==> src/rtl/evt_timer_pkg.sv <==
package evt_timer_pkg;
  localparam int unsigned DATA_W = 16;
  localparam int unsigned ADDR_W = 2;
  localparam int unsigned NCAUSE = 1;

  typedef enum logic [ADDR_W-1:0] {
    A_CTRL  = 2'd0,
    A_RELD  = 2'd1,
    A_COUNT = 2'd2,
    A_CAUSE = 2'd3
  } reg_addr_e;

  typedef struct packed {
    logic [1:0] psel;
    logic       ie;
    logic       cont;
    logic       pol;
    logic       src;
    logic       en;
  } ctrl_t;

  localparam int unsigned CTRL_W = $bits(ctrl_t);
endpackage

==> src/rtl/evt_sync_edge.sv <==
module evt_sync_edge #(
  parameter int unsigned STAGES = 2
) (
  input  logic clk_i,
  input  logic rst_ni,
  input  logic pin_i,
  input  logic fall_sel_i,
  output logic evt_o
);
  logic [STAGES-1:0] sync_q;
  logic              prev_q;

  always_ff @(posedge clk_i or negedge rst_ni) begin
    if (!rst_ni) begin
      sync_q <= '0;
      prev_q <= 1'b0;
    end else begin
      sync_q <= {sync_q[STAGES-2:0], pin_i};
      prev_q <= sync_q[STAGES-1];
    end
  end

  assign evt_o = fall_sel_i ? (prev_q & ~sync_q[STAGES-1])
                            : (~prev_q & sync_q[STAGES-1]);
endmodule

==> src/rtl/evt_prescaler.sv <==
module evt_prescaler #(
  parameter int unsigned NSEL = 4,
  parameter int unsigned STEP = 2
) (
  input  logic                    clk_i,
  input  logic                    rst_ni,
  input  logic                    run_i,
  input  logic [$clog2(NSEL)-1:0] sel_i,
  output logic                    tick_o
);
  localparam int unsigned PRE_W = STEP * NSEL;

  logic [PRE_W-1:0] cnt_q;
  logic [PRE_W-1:0] lim;
  logic [PRE_W-1:0] lim_tab [NSEL];

  // divide ratio = 2^(STEP*(sel+1))
  for (genvar g = 0; g < NSEL; g++) begin : g_lim
    assign lim_tab[g] = PRE_W'((1 << (STEP * (g + 1))) - 1);
  end

  assign lim    = lim_tab[sel_i];
  assign tick_o = run_i && (cnt_q == lim);

  always_ff @(posedge clk_i or negedge rst_ni) begin
    if (!rst_ni)      cnt_q <= '0;
    else if (!run_i)  cnt_q <= '0;
    else if (tick_o)  cnt_q <= '0;
    else              cnt_q <= cnt_q + 1'b1;
  end
endmodule

==> src/rtl/evt_cause_flags.sv <==
module evt_cause_flags #(
  parameter int unsigned N = 1
) (
  input  logic         clk_i,
  input  logic         rst_ni,
  input  logic [N-1:0] set_i,
  input  logic         clr_i,
  input  logic [N-1:0] mask_i,
  output logic [N-1:0] flags_o,
  output logic         irq_o
);
  always_ff @(posedge clk_i or negedge rst_ni) begin
    if (!rst_ni) flags_o <= '0;
    else         flags_o <= set_i | (flags_o & {N{~clr_i}}); // set beats clear
  end

  assign irq_o = |(flags_o & mask_i);
endmodule

==> src/rtl/evt_reload_timer.sv <==
module evt_reload_timer
  import evt_timer_pkg::*;
#(
  parameter int unsigned W = DATA_W
) (
  input  logic              clk_i,
  input  logic              rst_ni,
  input  logic              evt_pin_i,
  input  logic              wr_en_i,
  input  logic [ADDR_W-1:0] wr_addr_i,
  input  logic [W-1:0]      wr_data_i,
  input  logic              rd_en_i,
  input  logic [ADDR_W-1:0] rd_addr_i,
  output logic [W-1:0]      rd_data_o,
  output logic              irq_o
);
  ctrl_t             ctrl_q;
  logic [W-1:0]      reld_q;
  logic [W-1:0]      cnt_q;
  logic [NCAUSE-1:0] cause;
  logic              pin_evt, pre_tick, ctrl_wr, en_rise, dec, term, eoc_set, cause_rd;

  assign ctrl_wr  = wr_en_i && (wr_addr_i == A_CTRL);
  assign en_rise  = ctrl_wr && wr_data_i[0] && !ctrl_q.en;
  assign cause_rd = rd_en_i && (rd_addr_i == A_CAUSE);

  evt_sync_edge #(.STAGES(2)) u_sync (
    .clk_i, .rst_ni,
    .pin_i     (evt_pin_i),
    .fall_sel_i(ctrl_q.pol),
    .evt_o     (pin_evt)
  );

  evt_prescaler #(.NSEL(4), .STEP(2)) u_pre (
    .clk_i, .rst_ni,
    .run_i (ctrl_q.en && !ctrl_q.src),
    .sel_i (ctrl_q.psel),
    .tick_o(pre_tick)
  );

  assign dec     = ctrl_q.en && !ctrl_wr && (ctrl_q.src ? pin_evt : pre_tick);
  assign term    = (cnt_q <= W'(1));
  assign eoc_set = dec && term;

  evt_cause_flags #(.N(NCAUSE)) u_cause (
    .clk_i, .rst_ni,
    .set_i  (eoc_set),
    .clr_i  (cause_rd),
    .mask_i (ctrl_q.ie),
    .flags_o(cause),
    .irq_o  (irq_o)
  );

  always_ff @(posedge clk_i or negedge rst_ni) begin
    if (!rst_ni) begin
      ctrl_q <= '0;
      reld_q <= '0;
      cnt_q  <= '0;
    end else begin
      if (wr_en_i && (wr_addr_i == A_RELD)) reld_q <= wr_data_i;
      if (ctrl_wr) begin
        ctrl_q <= ctrl_t'(wr_data_i[CTRL_W-1:0]);
        if (en_rise) cnt_q <= reld_q;
      end else if (dec) begin
        if (!term)            cnt_q <= cnt_q - 1'b1;
        else if (ctrl_q.cont) cnt_q <= reld_q;
        else begin
          cnt_q     <= '0;
          ctrl_q.en <= 1'b0;
        end
      end
    end
  end

  always_comb begin
    unique case (reg_addr_e'(rd_addr_i))
      A_CTRL:  rd_data_o = W'(ctrl_q);
      A_RELD:  rd_data_o = reld_q;
      A_COUNT: rd_data_o = cnt_q;
      A_CAUSE: rd_data_o = W'(cause);
      default: rd_data_o = '0;
    endcase
  end
endmodule

==> config.mk <==
export PLATFORM = sky130hd
export DESIGN_NAME = evt_reload_timer
export DESIGN_NICKNAME = d
export VERILOG_FILES = /design/src/rtl/evt_timer_pkg.sv /design/src/rtl/evt_sync_edge.sv /design/src/rtl/evt_prescaler.sv /design/src/rtl/evt_cause_flags.sv /design/src/rtl/evt_reload_timer.sv
export SDC_FILE = /design/constraint.sdc
export NUM_CORES = 1
export LEC_CHECK = 0
export BUFFER_PORTS_ARGS = -buffer_cell sky130_fd_sc_hd__buf_2
export CORE_MARGIN = 5
export CORE_UTILIZATION = 30
export DETAILED_ROUTE_END_ITERATION = 12
export GPL_ROUTABILITY_DRIVEN = 0
export PLACE_DENSITY = 0.47
export SKIP_CTS_REPAIR_TIMING = 1
export SYNTH_ARGS = -nofsm -noshare
export SYNTH_HDL_FRONTEND = slang
export SYNTH_SLANG_ARGS = --single-unit
==> constraint.sdc <==
create_clock -name clk_i -period 2.5 [get_ports clk_i]
set_input_delay 0.25 -clock clk_i [delete_from_list [all_inputs] [get_ports clk_i]]
set_output_delay 0.25 -clock clk_i [all_outputs]
set_load 0.03 [all_outputs]
After elaboration in Yosys (flattened, before gate mapping):

Index checks and enable logic that the tools add are counted.
W data, S select, Z words.

* bits in registers: 51
* logic and storage cells: 68

* $add $sub $neg: 2
* magnitude comparators: 2
* equal/unequal tests: 7
* multiplexer cells: 17
* bitwise gates (word level): 9
* reductions and logical operators: 19

Operator list (number)
* $mux W16: 5
* $pmux W16 S4: 1
* $mux W8: 4
* $bmux W8 S2: 1
* $le A16 B1 Y1 const B: 1
* $sub A16 B1 Y16 const B: 1
* $logic_and A1 B1 Y1: 10
* $add A8 B1 Y8 const B: 1
* $eq A8 B8 Y1: 1
* $mux W1: 6
* $and A1 B1 Y1: 4
* $eq A2 B1 Y1 const B: 2
* $eq A2 B2 Y1 const B: 2
* $logic_not A2 Y1: 2
* $ne A2 B1 Y1 const B: 2
* $reduce_bool A2 Y1: 2
* $ge A3 B3 Y1 const B: 1
* $logic_not A1 Y1: 3
* $not A1 Y1: 3
* $not A2 Y3: 1
* $reduce_and A3 Y1: 1
* $reduce_and A2 Y1: 1
* $or A1 B1 Y1: 1

Depth between registers and ports, before layout:

Gate-level depths: netlist (run 1).

* depth in word-level cells: 10
* mapped depth: 8
* mapped depth without buffers: 7

By module:

Synthesis (run 1) repeated with hierarchy kept, for this count alone.

* cell total of the unflattened synthesis: 278
* area total of the unflattened synthesis: 2862.7 µm²

Modules (own cells, without submodules)
* evt_reload_timer: times used 1, cells each 224, area each 2283.4 µm², seq. area each 975.9 µm²
* evt_prescaler: times used 1, cells each 44, area each 439.2 µm², seq. area each 200.2 µm²
* evt_sync_edge: times used 1, cells each 6, area each 97.6 µm², seq. area each 75.1 µm²
* evt_cause_flags: times used 1, cells each 4, area each 42.5 µm², seq. area each 25.0 µm²

Worst setup path before layout (run 1):

OpenSTA, ideal clock, no wires.

* kind: reg2reg
* from: reg cnt_q[12]
* to: reg cnt_q[3]
* arrival time: 2.045 ns
* data required time: 2.371 ns
* setup slack: 0.326 ns
* stages on the path, launching flop included: 7
* buffers on the path: 1
* period minus slack after synthesis: 2.174 ns
* cells stage by stage: dfrtp_1 or4_4 or4_4 o21ai_2 buf_6 o22ai_1 o2bb2ai_1

* word-level cells in the longest chain between the ends: 4

RTL lines
* start, declared: RTL line evt_reload_timer.sv:19 `logic [W-1:0] cnt_q;`
* start signal, assigned: RTL line evt_reload_timer.sv:63 `if (en_rise) cnt_q <= reld_q;`
* start signal, assigned: RTL line evt_reload_timer.sv:65 `if (!term) cnt_q <= cnt_q - 1'b1;`
* start signal, assigned: RTL line evt_reload_timer.sv:66 `else if (ctrl_q.cont) cnt_q <= reld_q;`
* $le A16 B1 Y1: RTL line evt_reload_timer.sv:42 `assign term = (cnt_q <= W'(1));`
* $mux W16: RTL line evt_reload_timer.sv:65
* $mux W16: RTL line evt_reload_timer.sv:64 `end else if (dec) begin`
* $mux W16: RTL line evt_reload_timer.sv:61 `if (ctrl_wr) begin`

No other way between the ends. The select of a mux whose other input is x is not followed.
A chain may end at the register's enable or synchronous reset.

Worst setup path after layout (run 1):

* from: reg cnt_q[14]
* to: reg cnt_q[8]

The elaborated chain is that of the path after synthesis.

==> results of run 1 <==
## state kept, by name, summed over array words and instances (netlist names)
| signal | cells |
|---|---|
| u_pre.cnt_q | 8 |
| cnt_q | 16 |
| u_sync.sync_q | 2 |
| u_sync.prev_q | 1 |
| u_cause.flags_o | 1 |
| reld_q | 16 |
| ctrl_q | 7 |
## area by class of cell
class                   instances  area [sq um]  area share, %
multi-input cells             211          1500          44.21
flip-flops and latches         51          1276          37.61
well taps                     129         161.4          4.757
clock buffers                   8         100.1          2.950
inverters                       6         22.52         0.6637
repair buffers                 58         332.8          9.808
## cell usage after synthesis (all sizes together), types with 8 or more instances
cell / instances / area share, %
a22o: 9 / 2.8
a22oi: 9 / 2.4
clkbuf: 10 / 1.3
dfrtp: 51 / 45
mux2: 17 / 6.7
nand2: 35 / 4.6
nand3: 8 / 1.4
nor2: 18 / 2.4
nor3: 12 / 2.3
o21ai: 11 / 2.1
o22ai: 13 / 2.8
o2bb2ai: 13 / 4.0
## layer usage
metal,vias up,track usage (%)
met3,12,2.519
li1,1176,-
met1,1211,19.52
met4,0,5.140
met2,58,23.31
met5,-,0
## power by group
| part | switching [W] | leakage (nW) | internal [W] | total (W) |
|---|---|---|---|---|
| clock network | 0.000279 | 0.0515 | 0.000254 | 0.000532 |
| logic | 0.000596 | 0.806 | 0.000462 | 0.00106 |
| registers | 0.000224 | 0.640 | 0.00100 | 0.00123 |
| total | 0.00110 | 1.50 | 0.00172 | 0.00282 |
## critical path: cells and delay by family, from the launching register on
kind / cells / cell delay (ns)
and+or+nand+nor: 2 / 1.15
AOI/OAI and AO/OA: 3 / 0.45
DFF: 1 / 0.41
buffers and inverters: 1 / 0.21
## path summary, 6_finish.rpt
| check | start | to | depth (start not counted) |
|---|---|---|---|
| setup / recovery | cnt_q[14] | cnt_q[8] | 6 |
| setup reg to reg | cnt_q[14] | cnt_q[8] | 6 |
| hold / removal | rst_ni | reld_q[11] | 2 |
| max in group asynchronous | rst_ni | cnt_q[15] | 2 |
| hold reg to reg | u_sync.sync_q[0] | u_sync.sync_q[1] | 0 |
| min in group clk_i | evt_pin_i | u_sync.sync_q[0] | 1 |
## cell families (layout without fill, tap and decap cells)
| kind of cell | count (synthesis) | in the layout | synth area share [%] |
|---|---|---|---|
| AND/OR/NAND/NOR | 100 | 100 | 18.11 |
| AO/OA/AOI/OAI | 77 | 77 | 21.17 |
| flip-flops | 51 | 51 | 44.52 |
| multiplexers | 25 | 25 | 9.908 |
| buffers and inverters | 19 | 72 | 3.143 |
| XOR/XNOR | 6 | 6 | 1.833 |
| adder cells (fa/ha/maj) | 3 | 3 | 1.310 |
## per-stage QoR
step                      utilization (%)  power (W)
after floorplan                         -   0.001931
after global placement              35.47   0.002298
after detailed placement            35.47   0.002305
after CTS                           36.55   0.002857
after global routing                36.55   0.003020
final                               36.55   0.002817
==> flow_summary.json, run 1 <==
{
  "stdcell_count": 463,
  "root_buffer": "clkbuf_8",
  "via_count": 2457,
  "top_layer_used": "met4",
  "antenna_left": 0,
  "cts_max_level": 2,
  "drt_iter0_drc": 142,
  "die_area_sq_um": 11610,
  "cap_viol_max_count": 0,
  "die-height_um": 107.8,
  "hold_viol_final": 0,
  "worstSetupPathType": "flop to flop",
  "relSlewSlack_pct": 53.95,
  "critPathSlowestCell": "or4_4",
  "synth_seq_cells": 51,
  "synth_seq_area_share_pct": 44.52,
  "fp.dieW_um": 107.8,
  "ys_async_sr_fraction_pct": 100.0,
  "stdcell_area_sq_um": 3393,
  "grtUsageTotal_pct": 14.49,
  "syn_nets": 309,
  "drtPass1Iterations": 4,
  "fin_tns_setup_ns": 0,
  "min_period_over_period_pct": 93.51,
  "fmax_ghz": 0.4278,
  "final_cell_mix": "dfrtp_1 (51), buf_2 (41), nand2_1 (35)",
  "antenna_cells": 0,
  "coreArea_sq_um": 9284,
  "syn_avg_cell_area_sq_um": 10.20,
  "tritoncts": "done",
  "nFillCells": 1000,
  "mostFrequentLayoutCell": "dfrtp_1",
  "post-place-ws_ns": 0.1822,
  "synth_enable_flop_cells": 0,
  "worstSkewPairLatency_ns": 0.30,
  "cts_max_path_buffers": 2,
  "critPathMaxFanout": 7,
  "pwr_density_cell_nw_per_um2": 830.1,
  "cp-end-kind": "flop",
  "wl_met2_um": 3753,
  "setup_viol": 0,
  "clock_sinks": 51,
  "hold_path.class": "input port to async pin",
  "clk_pin_slew_ns": 0.10,
  "critPathArrivalTime_ns": 2.52,
  "crit_chain": "or4_4 -> or4_4 -> o21ai_2 -> buf_4 -> o22ai_1 -> o2bb2ai_1",
  "hpwl_um": 5741,
  "p_leak_nw": 1.498,
  "port_buffers": 41,
  "num_rows": 35,
  "ir_drop_v": 0.0003477,
  "status": "completed",
  "fin_ws_ns": 0.1623,
  "grt-ovfl-total": 0,
  "grt_start_max_net_pins": 52,
  "layout-drive-gt1-share_pct": 29.04,
  "dp.cells": 455,
  "yosys_warnings": 0,
  "syn_to_final_growth_pct": 18.38,
  "met1Wirelength_um": 3793,
  "synthCells": 281,
  "post_dp_cell_area_sq_um": 3293,
  "startpoint_type": "flop",
  "rsz0062_at_grt": "no",
  "fin_nets": 361,
  "dr_wl_met3_um": 314,
  "ys_types": 54,
  "num_io_pins": 42,
  "syn_area_sq_um": 2866,
  "cts_buffers": 5,
  "drt_wl_total_um": 8031,
  "critical_path.max_stage_delay_ns": 0.58,
  "routed_via_density": 5.307,
  "tightest_slew_ns": 0.6907,
  "antenna_found_initial": 0,
  "fin_worst_skew_ns": 0.005023,
  "holdWs_ns": 0.03793,
  "reg2reg_slack_ns": 0.16,
  "grt_pass1_wl_um": 13100,
  "wl_per_cell_um": 17.35,
  "drv_slew": 0,
  "fin_crit_ns": 2.338,
  "timing.critical_path.mode_cell": "or4_4",
  "first_global_vias": 2460,
  "initial_core_util_pct": 30.88,
  "drcViolationCount": 0,
  "dominantRegCellSynth": "dfrtp_1",
  "cp.required_ns": 2.69
}
No activity file was read; power rests on OpenSTA's default activity.
==> run 2, diff against run 1 <==
- CTS_BUF_LIST: not set -> sky130_fd_sc_hd__clkbuf_16
- SETUP_SLACK_MARGIN: not set -> 0.1
==> run 2 against run 1 <==
Against the previous run: register-to-register slack better by 0.04 ns; largest cell class unchanged; non-clock buffer count unchanged; die area unchanged; first-iteration DRC count up 9.9%; sequential cell count unchanged; cell area up 1.3%; highest routed layer unchanged; largest power group unchanged; utilization up 0.47 points; setup slack better by 0.043 ns; sequential share of layout area down 0.48 points; combinational power about the same; power up 5.0%.
==> flow_summary.json, run 2 (synthesized netlist as in run 1, its figures left out) <==
{
  "worstSetupPathType": "flop to flop",
  "fin_nets": 361,
  "setup_viol": 0,
  "num_io_pins": 42,
  "netSwitchingPower_w": 0.001129,
  "layout-drive-gt1-share_pct": 28.44,
  "nFillCells": 988,
  "clockPowerShare_pct": 22.3,
  "grt-ovfl-total": 0,
  "die-height_um": 107.8,
  "cap_viol_max_count": 0,
  "post-place-ws_ns": 0.1822,
  "timing.critical_path.mode_cell": "or4_4",
  "drcViolationCount": 0,
  "die_area_sq_um": 11610,
  "relSlewSlack_pct": 54.21,
  "antenna_left": 0,
  "cp.required_ns": 2.67,
  "cts_max_path_buffers": 2,
  "port_buffers": 41,
  "antenna_cells": 0,
  "p_comb_share_pct": 36.1,
  "clock_sinks": 51,
  "status": "completed",
  "drtPass1Iterations": 4,
  "switching_share_pct": 38.19,
  "coreArea_sq_um": 9284,
  "first_global_vias": 2461,
  "cts_buffers": 5,
  "num_rows": 35,
  "drv_slew": 0,
  "min_period_over_period_pct": 91.78,
  "stdcell_area_sq_um": 3437,
  "fin_crit_ns": 2.295,
  "fin_tns_setup_ns": 0,
  "cts_max_level": 2,
  "critPathSlowestCell": "or4_4",
  "via_count": 2471,
  "fin_ws_ns": 0.2054,
  "fp.dieW_um": 107.8,
  "grt_start_max_net_pins": 52,
  "internal_power_w": 0.001828,
  "fin_worst_skew_ns": 0.003636,
  "drt_iter0_drc": 156,
  "stdcell_count": 463,
  "final_cell_mix": "dfrtp_1 (51), buf_2 (41), nand2_1 (35)",
  "antenna_found_initial": 0,
  "crit_family": "simple AND/OR/NAND/NOR gates",
  "mostFrequentLayoutCell": "dfrtp_1",
  "clk_pin_slew_ns": 0.07,
  "fmax_ghz": 0.4358,
  "hold_viol_final": 0,
  "worstSkewPairLatency_ns": 0.29,
  "critPathMaxFanout": 7,
  "hpwl_um": 5741,
  "p_leak_nw": 1.517,
  "routed_via_density": 5.337,
  "ir_drop_v": 0.0003627,
  "startpoint_type": "flop",
  "crit_buf_inv": 1,
  "critPathArrivalTime_ns": 2.47,
  "cp-end-kind": "flop",
  "root_buffer": "clkbuf_16",
  "tightest_slew_ns": 0.6869,
  "post_dp_cell_area_sq_um": 3293,
  "grt_pass1_wl_um": 13120,
  "crit_chain": "or4_4 -> or4_4 -> o21ai_4 -> buf_4 -> o22ai_1 -> o2bb2ai_1",
  "initial_core_util_pct": 30.88,
  "wl_per_cell_um": 17.34,
  "drt_wl_total_um": 8030,
  "hold_path.class": "input port to async pin",
  "holdWs_ns": 0.05750,
  "pwr_density_cell_nw_per_um2": 860.5,
  "p_seq_share_pct": 41.6,
  "syn_to_final_growth_pct": 19.90,
  "tritoncts": "done",
  "top_regs": "cnt_q (16), reld_q (16), u_pre.cnt_q (8)",
  "dp.cells": 455,
  "grtUsageTotal_pct": 14.51,
  "rsz0062_at_grt": "no",
  "critical_path.max_stage_delay_ns": 0.59
}
[run 2: cell count changes in the layout (fill, tap and decap cells not counted), sizes merged]
cell    change
clkbuf      -3
inv         +1
clkinv      +2
[run 2: final timing paths]
path / slack [ns] / start / depth (start not counted) / endpoint
min in group clk_i: 0.07 / evt_pin_i / 1 / u_sync.sync_q[0]
max in group asynchronous: 1.95 / rst_ni / 2 / cnt_q[15]
worst min register to register: 0.35 / u_sync.sync_q[0] / 0 / u_sync.sync_q[1]
worst min-delay path: 0.06 / rst_ni / 2 / reld_q[11]
worst max-delay path: 0.21 / cnt_q[14] / 6 / cnt_q[8]
worst max register to register: 0.21 / cnt_q[14] / 6 / cnt_q[8]
[run 2: per-stage QoR]
step	total power [W]	utilization [%]
final	0.002957	37.02
after global routing	0.003157	37.02
after CTS	0.002987	36.94
after detailed placement	0.002305	35.47
after global placement	0.002298	35.47
after floorplan	0.001931	-
[run 2: area by class of cell]
type                       instances  area (sq um)  area share, %
multi-input combinational        211          1508          43.87
sequential                        51          1276          37.13
timing repair buffer              58         332.8          9.683
tap                              129         161.4          4.696
clock buffer                       5         125.1          3.640
inverter                           6         22.52         0.6553
clock inverter                     3         11.26         0.3276
[run 2: worst reg2reg max path: cells and delay by family, from the launching register on]
kind / cells / cell delay [ns]
AO/OA/AOI/OAI: 3 / 0.41
buffers and inverters: 1 / 0.20
flip-flops: 1 / 0.40
AND/OR/NAND/NOR: 2 / 1.17
[run 2: power groups by stage]
stage	Clock, W	Combinational, W	Sequential [W]
floorplan	0	0.000764	0.00117
global placement	0	0.00106	0.00124
detailed placement	0	0.00106	0.00124
CTS	0.000693	0.00107	0.00123
global route	0.000718	0.00117	0.00126
finish	0.000661	0.00107	0.00123
[run 2: per-layer routing]
metal / wire (um) / GRT usage (%)
met5: 0 / 0
met4: 180 / 5.410
met3: 330 / 2.340
met2: 3795 / 23.31
met1: 3722 / 19.59
==> run 3, diff against run 2 <==
- CORE_ASPECT_RATIO: not set -> 0.75
- SKIP_CTS_REPAIR_TIMING: 1 -> not set
==> run 3 against run 2 <==
Against the previous run: hold slack worse by 0.022 ns; via count up 0.32%; setup slack worse by 0.0033 ns; maximum frequency shrank 0.14%; routed wire length is 1.1% higher; first-iteration DRC count shrank 3.2%; combinational power about the same; die area is 0.17% higher; cell count up 0.22%.
==> flow_summary.json, run 3 (synthesized netlist as in run 1, its figures left out) <==
{
  "drcViolationCount": 0,
  "initial_core_util_pct": 31.17,
  "cts_buffers": 5,
  "clk_pin_slew_ns": 0.07,
  "port_buffers": 41,
  "switching_share_pct": 38.94,
  "grtUsageTotal_pct": 14.77,
  "drt_wl_total_um": 8118,
  "cap_viol_max_count": 0,
  "mostFrequentLayoutCell": "dfrtp_1",
  "tritoncts": "done",
  "hpwl_um": 6063,
  "top_regs": "cnt_q (16), reld_q (16), u_pre.cnt_q (8)",
  "first_global_vias": 2508,
  "clockPowerShare_pct": 23.5,
  "worstSetupPathType": "flop to flop",
  "drtPass1Iterations": 4,
  "fin_tns_setup_ns": 0,
  "cp-end-kind": "flop",
  "fin_worst_skew_ns": 0.005514,
  "antenna_found_initial": 0,
  "hold_buffers": 0,
  "fmax_ghz": 0.4352,
  "root_buffer": "clkbuf_16",
  "hold_viol_final": 0,
  "finalPower_w": 0.003028,
  "die-height_um": 94.66,
  "utilization_pct": 37.66,
  "p_comb_share_pct": 36.2,
  "status": "completed",
  "fin_nets": 363,
  "fin_crit_ns": 2.298,
  "antenna_cells": 0,
  "routed_via_density": 5.343,
  "p_leak_nw": 1.529,
  "num_io_pins": 42,
  "cts_max_path_buffers": 2,
  "pwr_density_cell_nw_per_um2": 874.3,
  "rsz0062_at_grt": "no",
  "dp.cells": 456,
  "grt-ovfl-total": 0,
  "coreArea_sq_um": 9196,
  "internal_power_w": 0.001849,
  "cts_max_level": 2,
  "clock_sinks": 51,
  "drt_iter0_drc": 151,
  "die_area_sq_um": 11630,
  "post_cts_resized": 0,
  "grt_start_max_net_pins": 35,
  "netSwitchingPower_w": 0.001179,
  "antenna_left": 0,
  "critPathArrivalTime_ns": 2.49,
  "layout-drive-gt1-share_pct": 29.76,
  "final_cell_mix": "dfrtp_1 (51), buf_2 (41), nand2_1 (35)",
  "postCtsSetupBuffers": 0,
  "grt_pass1_wl_um": 13260,
  "num_rows": 30,
  "syn_to_final_growth_pct": 20.82,
  "setup_viol": 0,
  "stdcell_count": 464,
  "min_period_over_period_pct": 91.91,
  "hold_path.class": "input port to async pin",
  "via_count": 2479,
  "drv_slew": 0,
  "p_seq_share_pct": 40.4,
  "critPathMaxFanout": 7,
  "relSlewSlack_pct": 46.91,
  "worstSkewPairLatency_ns": 0.30,
  "ir_drop_v": 0.0002927,
  "startpoint_type": "flop",
  "cp.required_ns": 2.69,
  "fp.dieW_um": 122.9,
  "wl_per_cell_um": 17.50,
  "tightest_slew_ns": 0.7963
}
==> run 3: changes by cell type in the layout (fill, tap and decap cells not counted), sizes merged <==
cell | before | now
clkinv | 2 | 1
clkinvlp | 0 | 1
buf | 58 | 60
==> run 3: path summary, 6_finish.rpt <==
| check | startpoint | cells after the start | to | slack (ns) |
|---|---|---|---|---|
| max | cnt_q[14] | 6 | cnt_q[8] | 0.20 |
| min | rst_ni | 1 | ctrl_q[6] | 0.04 |
| max reg2reg | cnt_q[14] | 6 | cnt_q[8] | 0.20 |
| min reg2reg | u_sync.sync_q[0] | 0 | u_sync.sync_q[1] | 0.35 |
| max in group asynchronous | rst_ni | 2 | cnt_q[12] | 1.80 |
| min in group clk_i | evt_pin_i | 1 | u_sync.sync_q[0] | 0.05 |
==> run 3: final cells by class <==
type / instances / area [sq um]
clock buffer: 5 / 125.1
timing repair buffer: 60 / 347.8
fill: 930 / 5733
inverter: 6 / 22.52
multi-input combinational: 211 / 1508
clock inverter: 3 / 23.77
sequential: 51 / 1276
tap: 128 / 160.2
==> run 3: power by group through the flow <==
stage / Clock, W / Combinational [W] / Sequential [W]
after global placement: 0 / 0.00108 / 0.00123
after detailed placement: 0 / 0.00108 / 0.00124
after global routing: 0.000757 / 0.00120 / 0.00125
after CTS: 0.000734 / 0.00109 / 0.00122
final: 0.000710 / 0.00109 / 0.00122
after floorplan: 0 / 0.000764 / 0.00117
==> run 3: per-layer routing <==
layer | part of all wire [%] | GRT usage [%] | wire (um) | vias to the layer above
li1 | - | - | - | 1180
met1 | 53 | 22.30 | 4312 | 1241
met2 | 42 | 21.06 | 3374 | 52
met3 | 4.4 | 3.413 | 355 | 6
met4 | 0.94 | 3.728 | 76 | 0
met5 | 0 | 0 | 0 | -
==> run 3: per-stage QoR <==
stage	hold slack, ns	setup WS (ns)	cell area [sq um]
2_1_floorplan	-0.04559	0.3259	2867
3_3_place_gp	0.3326	0.2099	3307
3_5_place_dp	0.3372	0.1638	3307
4_1_cts	0.04790	0.1478	3456
5_1_grt	0.05149	0.1225	3463
6_report	0.03539	0.2022	3463
==> run 3: critical path: stages (launching register included) <==
cell       delay (ns)
dfrtp_1          0.40
or4_4            0.58
or4_4            0.59
o21ai_4          0.20
buf_4            0.20
o22ai_1          0.09
o2bb2ai_1        0.12
